## src/rtl/irq_agg_pkg.sv

```systemverilog
package irq_agg_pkg;

  // Per-source strobes from control to datapath
  typedef struct packed {
    logic assertUp;
    logic assertDn;
    logic enUp;
    logic enDn;
  } srcStrobe_t;

endpackage

```

## src/rtl/irq_agg_ctrl.sv

```systemverilog
module irq_agg_ctrl
  import irq_agg_pkg::*;
#(
  parameter int NUM_SRC = 8
) (
  input  logic [NUM_SRC-1:0] srcLevel,
  input  logic [NUM_SRC-1:0] enInc,
  input  logic [NUM_SRC-1:0] enDec,
  input  logic [NUM_SRC-1:0] assertVec,
  output srcStrobe_t [NUM_SRC-1:0] strobes
);

  for (genvar i = 0; i < NUM_SRC; i++) begin : g_src
    always_comb begin
      strobes[i].assertUp = srcLevel[i] & ~assertVec[i];
      strobes[i].assertDn = ~srcLevel[i] & assertVec[i];
      strobes[i].enUp     = enInc[i] & ~enDec[i];
      strobes[i].enDn     = enDec[i] & ~enInc[i];
    end
  end

endmodule

```

## src/rtl/irq_agg_datapath.sv

```systemverilog
module irq_agg_datapath
  import irq_agg_pkg::*;
#(
  parameter int NUM_SRC = 8,
  parameter int CNT_W = 3,
  parameter logic [NUM_SRC*CNT_W-1:0] REQ_CNT = {NUM_SRC{CNT_W'(1)}}
) (
  input  logic clk,
  input  logic rstN,
  input  srcStrobe_t [NUM_SRC-1:0] strobes,
  output logic [NUM_SRC-1:0] assertVec,
  output logic [NUM_SRC-1:0] pendVec,
  output logic [NUM_SRC*CNT_W-1:0] enCntFlat,
  output logic cpuIrq
);

  localparam int PCNT_W = $clog2(NUM_SRC + 1);
  localparam logic [CNT_W-1:0] CNT_MAX = {CNT_W{1'b1}};

  logic [NUM_SRC-1:0] assertNext;
  logic [NUM_SRC-1:0] pendNext;
  logic [NUM_SRC*CNT_W-1:0] cntNext;
  logic [PCNT_W-1:0] pendCnt;
  logic [PCNT_W-1:0] pendCntNext;

  for (genvar i = 0; i < NUM_SRC; i++) begin : g_src
    logic [CNT_W-1:0] cur;
    assign cur = enCntFlat[i*CNT_W +: CNT_W];
    always_comb begin
      cntNext[i*CNT_W +: CNT_W] = cur;
      if (strobes[i].enUp && cur != CNT_MAX)
        cntNext[i*CNT_W +: CNT_W] = cur + CNT_W'(1);
      else if (strobes[i].enDn && cur != '0)
        cntNext[i*CNT_W +: CNT_W] = cur - CNT_W'(1);
      assertNext[i] = assertVec[i];
      if (strobes[i].assertUp) assertNext[i] = 1'b1;
      else if (strobes[i].assertDn) assertNext[i] = 1'b0;
      pendNext[i] = assertNext[i] &&
                    (cntNext[i*CNT_W +: CNT_W] == REQ_CNT[i*CNT_W +: CNT_W]);
    end
  end

  // Running pending count: up on a rise, down on a fall
  always_comb begin
    pendCntNext = pendCnt;
    for (int i = 0; i < NUM_SRC; i++) begin
      if (pendNext[i] && !pendVec[i]) pendCntNext = pendCntNext + PCNT_W'(1);
      else if (!pendNext[i] && pendVec[i]) pendCntNext = pendCntNext - PCNT_W'(1);
    end
  end

  always_ff @(posedge clk or negedge rstN) begin
    if (!rstN) begin
      enCntFlat <= '0;
      assertVec <= '0;
      pendVec   <= '0;
      pendCnt   <= '0;
      cpuIrq    <= 1'b0;
    end else begin
      enCntFlat <= cntNext;
      assertVec <= assertNext;
      pendVec   <= pendNext;
      pendCnt   <= pendCntNext;
      cpuIrq    <= (pendCntNext != '0);
    end
  end

endmodule

```

## src/rtl/irq_agg_vecpick.sv

```systemverilog
module irq_agg_vecpick #(
  parameter int NUM_SRC = 8,
  parameter int VEC_W = 12,
  parameter logic [VEC_W-1:0] VEC_BASE = 12'h200,
  parameter logic [VEC_W-1:0] VEC_STEP = 12'h20
) (
  input  logic [NUM_SRC-1:0] pendVec,
  input  logic [3:0] cpuMask,
  output logic vecValid,
  output logic [VEC_W-1:0] vecOut
);

  logic [VEC_W-1:0] pick;
  logic found;

  // Descending walk so the lowest index is written last and wins
  always_comb begin
    pick = '0;
    found = 1'b0;
    for (int i = NUM_SRC - 1; i >= 0; i--) begin
      if (pendVec[i]) begin
        pick = VEC_BASE + VEC_W'(i) * VEC_STEP;
        found = 1'b1;
      end
    end
    vecValid = found && (cpuMask != 4'hF);
    vecOut = vecValid ? pick : '0;
  end

endmodule

```

## src/rtl/irq_aggregator.sv

```systemverilog
module irq_aggregator
  import irq_agg_pkg::*;
#(
  parameter int NUM_SRC = 8,
  parameter int CNT_W = 3,
  parameter logic [NUM_SRC*CNT_W-1:0] REQ_CNT = {NUM_SRC{CNT_W'(1)}},
  parameter int VEC_W = 12,
  parameter logic [VEC_W-1:0] VEC_BASE = 12'h200,
  parameter logic [VEC_W-1:0] VEC_STEP = 12'h20
) (
  input  logic clk,
  input  logic rstN,
  input  logic [NUM_SRC-1:0] srcLevel,
  input  logic [NUM_SRC-1:0] enInc,
  input  logic [NUM_SRC-1:0] enDec,
  input  logic [3:0] cpuMask,
  output logic cpuIrq,
  output logic vecValid,
  output logic [VEC_W-1:0] vecOut
);

  srcStrobe_t [NUM_SRC-1:0] strobes;
  logic [NUM_SRC-1:0] assertVec;
  logic [NUM_SRC-1:0] pendVec;
  logic [NUM_SRC*CNT_W-1:0] enCntFlat;

  irq_agg_ctrl #(.NUM_SRC(NUM_SRC)) u_ctrl (
    .srcLevel(srcLevel), .enInc(enInc), .enDec(enDec),
    .assertVec(assertVec), .strobes(strobes)
  );

  irq_agg_datapath #(.NUM_SRC(NUM_SRC), .CNT_W(CNT_W), .REQ_CNT(REQ_CNT)) u_dp (
    .clk(clk), .rstN(rstN), .strobes(strobes), .assertVec(assertVec),
    .pendVec(pendVec), .enCntFlat(enCntFlat), .cpuIrq(cpuIrq)
  );

  irq_agg_vecpick #(.NUM_SRC(NUM_SRC), .VEC_W(VEC_W), .VEC_BASE(VEC_BASE),
                    .VEC_STEP(VEC_STEP)) u_pick (
    .pendVec(pendVec), .cpuMask(cpuMask), .vecValid(vecValid), .vecOut(vecOut)
  );

endmodule

```

## config.mk

```make
export PLATFORM = sky130hd
export DESIGN_NAME = irq_aggregator
export DESIGN_NICKNAME = d
export VERILOG_FILES = /design/src/rtl/irq_agg_pkg.sv /design/src/rtl/irq_agg_ctrl.sv /design/src/rtl/irq_agg_datapath.sv /design/src/rtl/irq_agg_vecpick.sv /design/src/rtl/irq_aggregator.sv
export SDC_FILE = /design/constraint.sdc
export NUM_CORES = 1
export LEC_CHECK = 0
export CORE_MARGIN = 2
export CORE_UTILIZATION = 40
export DETAILED_ROUTE_END_ITERATION = 8
export PLACE_DENSITY = 0.64
export SLEW_MARGIN = 40
export SYNTH_ARGS = -nofsm -noshare
export SYNTH_HDL_FRONTEND = slang
export SYNTH_SLANG_ARGS = --single-unit
```

## constraint.sdc

```tcl
create_clock -name clk -period 10.2 [get_ports clk]
set_input_delay 1.02 -clock clk [delete_from_list [all_inputs] [get_ports clk]]
set_output_delay 1.02 -clock clk [all_outputs]
set_load 0.05 [all_outputs]
```

* Word-level counts from Yosys, hierarchy flattened *
Cells that the tools add are included.

operators by class
  bitwise gates (word level) = 64
  reductions and logical operators = 66
  add/subtract/negate cells = 32
  muxes and demuxes = 65
  eq/ne operators = 17

operator list
  operator                                             number
  two-way mux 10 bit                                   9
  two-way mux 4 bit                                    16
  two-way mux 3 bit                                    16
  logical AND 1 bit                                    41
  adder 4 x 1 -> 4 bit, second input constant          8
  bitwise AND 1 bit                                    32
  NOT 1 bit                                            32
  subtractor 4 x 1 -> 4 bit, second input constant     8
  adder 3 x 1 -> 3 bit, second input constant          8
  equality test 3 x 1 -> 1 bit, second input constant  8
  two-way mux 1 bit                                    24
  != test 3 bit, second input constant                 8
  nonzero test 3 bit                                   8
  subtractor 3 x 1 -> 3 bit, second input constant     8
  zero test 1 bit                                      16
  != test 4 bit, second input constant                 1
  nonzero test 4 bit                                   1

word-level totals
  bits in registers = 45
  input bits = 30

* Longest topological paths before layout *
  word-level depth = 33
  mapped depth = 43

* Modules after synthesis *
A second synthesis with hierarchy kept.

second synthesis, totals
  cell total of the unflattened synthesis = 502
  area, all modules = 4559.4 um^2

modules (own cells, without submodules)
  module            seq. area each (um^2)  cells an instance  area an instance (um^2)  times used
  irq_agg_datapath  1126.1                 443                4095.2                   1
  irq_agg_ctrl      0.0                    32                 280.3                    1
  irq_agg_vecpick   0.0                    27                 183.9                    1

* Worst setup path after synthesis *
Ideal clock, no wire load.

  path kind = input to register
  start = input port enInc[0]
  end = register u_dp.cpuIrq
  required time = 10.069 ns
  cell stages on the path = 39
  setup time = 0.131 ns
  setup slack = 1.663 ns
  arrival = 8.406 ns
  cell sequence = or4b_1 -> a31o_1 -> a31oi_1 -> o211ai_1 -> nand2_1 -> inv_1 -> ha_1 -> or2_2 -> mux2i_1 -> nand2b_1 -> ha_1 -> nand2_1 -> nor2_1 -> a221oi_1 -> nand2_1 -> ha_1 -> and2_1 -> a311oi_1 -> [3 not listed] -> mux2_2 -> o21ai_0 -> nand2_1 -> ha_1 -> a21oi_1 -> a21o_1 -> inv_1 -> ha_1 -> nand2_1 -> o21ai_0 -> xnor2_1 -> xnor3_1 -> or3_1 -> o21bai_1 -> o211ai_1 -> nor3_1 -> xor2_1 -> or3_1

between the ends
  word-level cells in the longest chain between the ends = 33

ends and longest elaborated chain
  item                              line                    RTL
  start: declaration                irq_aggregator.sv:14    input logic [NUM_SRC-1:0] enInc,
  NOT 1 bit                         irq_agg_ctrl.sv:18      strobes[i].enDn = enDec[i] & ~enInc[i];
  bitwise AND 1 bit                 irq_agg_ctrl.sv:18
  logical AND 1 bit                 irq_agg_datapath.sv:33  else if (strobes[i].enDn && cur != '0)
  two-way mux 3 bit                 irq_agg_datapath.sv:33
  two-way mux 3 bit (*)             irq_agg_datapath.sv:31  if (strobes[i].enUp && cur != CNT_MAX)
  equality test 3 x 1 -> 1 bit (*)  irq_agg_datapath.sv:39  (cntNext[i*CNT_W +: CNT_W] == REQ_CNT[i*CNT_W +: CNT_W]);
  logical AND 1 bit (*)             irq_agg_datapath.sv:38  pendNext[i] = assertNext[i] &&
  zero test 1 bit                   irq_agg_datapath.sv:48  else if (!pendNext[i] && pendVec[i]) pendCntNext = pendCntNext - PCNT_W'(1);
  [18 not listed]                   -
  subtractor 4 x 1 -> 4 bit         irq_agg_datapath.sv:48
  two-way mux 4 bit                 irq_agg_datapath.sv:48
  two-way mux 4 bit (*)             irq_agg_datapath.sv:47  if (pendNext[i] && !pendVec[i]) pendCntNext = pendCntNext + PCNT_W'(1);
  subtractor 4 x 1 -> 4 bit         irq_agg_datapath.sv:48
  two-way mux 4 bit                 irq_agg_datapath.sv:48
  two-way mux 4 bit (*)             irq_agg_datapath.sv:47
  via u_dp.pendCntNext[3]           irq_agg_datapath.sv:24  logic [PCNT_W-1:0] pendCntNext;
  nonzero test 4 bit (*)            irq_agg_datapath.sv:64  cpuIrq <= (pendCntNext != '0);
  end signal: assignment            irq_agg_datapath.sv:64
  end: declaration                  irq_agg_datapath.sv:14  output logic cpuIrq

Mark *: on every way through the listed nets, which the timed path passes. The rest lies on a longest branch.

* Worst setup path after layout *
  start = input port enDec[0]
  end = register u_dp.cpuIrq

between the ends
  word-level cells in the longest chain between the ends = 32

ends and longest elaborated chain
  item                                                           line                                            RTL
  start: declaration                                             irq_aggregator.sv:15                            input logic [NUM_SRC-1:0] enDec,
  bitwise AND 1 bit / NOT 1 bit (equally long branches)          irq_agg_ctrl.sv:18, irq_agg_ctrl.sv:17
  logical AND 1 bit / bitwise AND 1 bit (equally long branches)  irq_agg_datapath.sv:33, irq_agg_ctrl.sv:17
  two-way mux 3 bit / logical AND 1 bit (equally long branches)  irq_agg_datapath.sv:33, irq_agg_datapath.sv:31
  two-way mux 3 bit (*)                                          irq_agg_datapath.sv:31
  equality test 3 x 1 -> 1 bit (*)                               irq_agg_datapath.sv:39
  logical AND 1 bit (*)                                          irq_agg_datapath.sv:38
  zero test 1 bit                                                irq_agg_datapath.sv:48
  logical AND 1 bit                                              irq_agg_datapath.sv:48
  [17 not listed]                                                -
  subtractor 4 x 1 -> 4 bit                                      irq_agg_datapath.sv:48
  two-way mux 4 bit                                              irq_agg_datapath.sv:48
  two-way mux 4 bit (*)                                          irq_agg_datapath.sv:47
  subtractor 4 x 1 -> 4 bit                                      irq_agg_datapath.sv:48
  two-way mux 4 bit                                              irq_agg_datapath.sv:48
  two-way mux 4 bit (*)                                          irq_agg_datapath.sv:47
  via u_dp.pendCntNext[3]                                        irq_agg_datapath.sv:24
  nonzero test 4 bit (*)                                         irq_agg_datapath.sv:64

Marked as above.

==> impl_metrics.csv <==
group,metric,value,unit
timing,fin_ws,0.6893,ns
drt,post_drt_via_cell_ratio,5.268,
critical_path,crit_fanout,7,
timing,timing.fmax,105.1,MHz
yosys,yosysSeqAreaShare,22.82,%
clocking,tritoncts,"yes",
die,start_util,41.32,%
die,die_h,104.7,µm
drt,drtPass1Iterations,4,
clocking,cts_max_path_buffers,2,
placement,hpwl,6.084,mm
clocking,clock_latency,0.29,ns
finish,num_antenna_cells,0,
yosys,synth_top_area_share,22.82,%
yosys,synth_cell_type_count,71,
drt,drc,0,
clocking,hold_buffers,0,
clocking,cts.clk_slew.worst_paths,0.07,ns
yosys,synth_edf_count,0,
drt,vias,3287,
finish,area.growth.synth_to_final,13.23,%
grt,grt_pass1_wl,13.70,mm
clocking,cts.sink_count,37,
die,ios,44,
critical_path,r2r_slack,1.01,ns
placement,place_congestion,0.8564,
yosys,ys_warn_count,0,
die,dieWidth,104.7,µm
finish,nNetsFinal,568,
yosys,yosys_most_used_dff,"dfrtp_1",
yosys,ys_async_sr_fraction,100.0,%
finish,final_area,4594,µm²
critical_path,cp.depth,40,
min_path,min_path_cells,1,
yosys,synthesis.area,4058,µm²
critical_path,timing.critical_path.mode_cell,"ha_1",
critical_path,critPathCaptureType,"flip-flop",
grt,track_usage,14.81,%
drt,wire_per_inst,12.39,µm
yosys,synth_cells,460,
drt,drt-total-wl,7.732,mm
critical_path,worstRegToRegCells,42,
timing,finalHoldViolCount,0,
outcome,status,"finished, final reports clean",
timing,post-route-min-period,9.511,ns
flow_run,drv_cap,0,
timing,tightest_slew,0.6402,ns
clocking,cts_inserted_buffers,5,
drt,drtIter0Drc,76,
critical_path,critPathKind,"input pin to flip-flop",
critical_path,cp_slowest_cell,"clkdlybuf4s50_1",
die,num_rows,36,
critical_path,startpoint_type,"input pin",
yosys,synth-seq-cells,37,
critical_path,path_delay_family,"simple AND/OR/NAND/NOR gates",
grt,grt_pass1_vias,3132,
min_path,worstHoldPathType,"flip-flop to flip-flop",
die,dieArea,10970,µm²
placement,pre_cts_slack,0.3710,ns
grt,grt_overflow,0,
critical_path,arrival,9.68,ns
drt,postRouteAntennaNets,0,
placement,postPlaceCellArea,4453,µm²
yosys,yosys-top-cells-count,"inv_1 (63), ha_1 (48), dfrtp_1 (37)",
yosys,avgSynthCellArea,8.821,µm²
critical_path,crit_buf_inv,4,
timing,relSlewSlack,57.16,%
yosys,yosys-top-cells-area,"dfrtp_1 (23%), ha_1 (15%), inv_1 (5.8%)",
die,core_area,9819,µm²
timing,skew,0.008117,ns
finish,fillCellCount,1006,
grt,grt_max_degree,38,
finish,drive_gt1_share,8.961,%
timing,final-setup-viol-count,0,
grt,antenna_found_initial,0,
yosys,yosysTopAreaCell,"dfrtp_1",
yosys,synth.most_common_cell,"inv_1",
timing,fin_setup_tns,0,ns
clocking,htree_levels,2,
critical_path,required,10.37,ns
placement,portBuffers,35,
clocking,cts_root_buf,"clkbuf_8",
critical_path,max_stage_delay,0.60,ns
timing,slew_viol_final,0,
timing,fin_crit_sh,93.24,%
-- state kept, by name, indices dropped and copies added (netlist names) --
register        count
u_dp.cpuIrq         1
u_dp.enCntFlat     24
u_dp.pendCnt        4
u_dp.pendVec        8
-- cell families after synthesis --
| group | after synthesis | share of synthesized area [%] |
|---|---|---|
| compound gates | 83 | 15.29 |
| simple gates | 150 | 21.52 |
| fa+ha+maj | 48 | 14.80 |
| buf+inv | 85 | 9.682 |
| flops | 37 | 22.82 |
| mux | 15 | 3.762 |
| xor+xnor | 41 | 12.03 |
| other cells | 1 | 0.09242 |
-- path summary, 6_finish.rpt --
check | start | to
hold reg to reg | u_dp.enCntFlat[6]$_DFF_PN0_ | u_dp.enCntFlat[6]$_DFF_PN0_
min in group asynchronous | rstN | u_dp.enCntFlat[1]$_DFF_PN0_
setup / recovery | enDec[0] | u_dp.cpuIrq$_DFF_PN0_
setup reg to reg | u_dp.enCntFlat[1]$_DFF_PN0_ | u_dp.cpuIrq$_DFF_PN0_
hold / removal | u_dp.enCntFlat[6]$_DFF_PN0_ | u_dp.enCntFlat[6]$_DFF_PN0_
max in group asynchronous | rstN | u_dp.pendVec[3]$_DFF_PN0_
-- layer usage --
metal  wire length [µm]  global-route usage [%]
met1               3589                   18.59
met2               3779                   25.91
met3                218                   2.371
met4                144                   4.857
met5                  0                       0
-- timing repair --
| action | in CTS | in global routing |
|---|---|---|
| gates resized for setup | 0 | 6 |
| endpoints found under the hold margin | 0 | 0 |
| endpoints found under the setup margin | 0 | 1 |
| buffers inserted | 0 | 0 |
-- area by class of cell --
class	instances	area [µm²]	share of cell area, %
tap	133	166.4	3.622
inverter	66	247.7	5.392
sequential	37	925.9	20.15
clock inverter	1	5.005	0.1089
timing repair buffer	35	347.8	7.571
multi-input combinational	345	2805	61.06
clock buffer	7	96.34	2.097
-- placed cells by master (no fill, tap or decap), types with 13 or more instances in the layout --
cell type        count
clkdlybuf4s50_1     34
nor2_1              29
xnor2_1             23
nand2_1             23
mux2i_1             13
nor3_1              15
inv_1               63
ha_1                48
o21ai_0             14
dfrtp_1             37
-- through the flow --
step | utilization, % | hold WS [ns] | std cells
2_1_floorplan | - | 0.4871 | 467
6_report | 46.79 | 0.5288 | 624
3_3_place_gp | 45.32 | 0.5130 | 616
5_1_grt | 46.79 | 0.5610 | 624
4_1_cts | 46.38 | 0.5345 | 624
3_5_place_dp | 45.35 | 0.5230 | 616
Power is left out: the tool's default activity adds up to more than one toggle a clock period on the data nets, which glitch-free logic cannot reach.
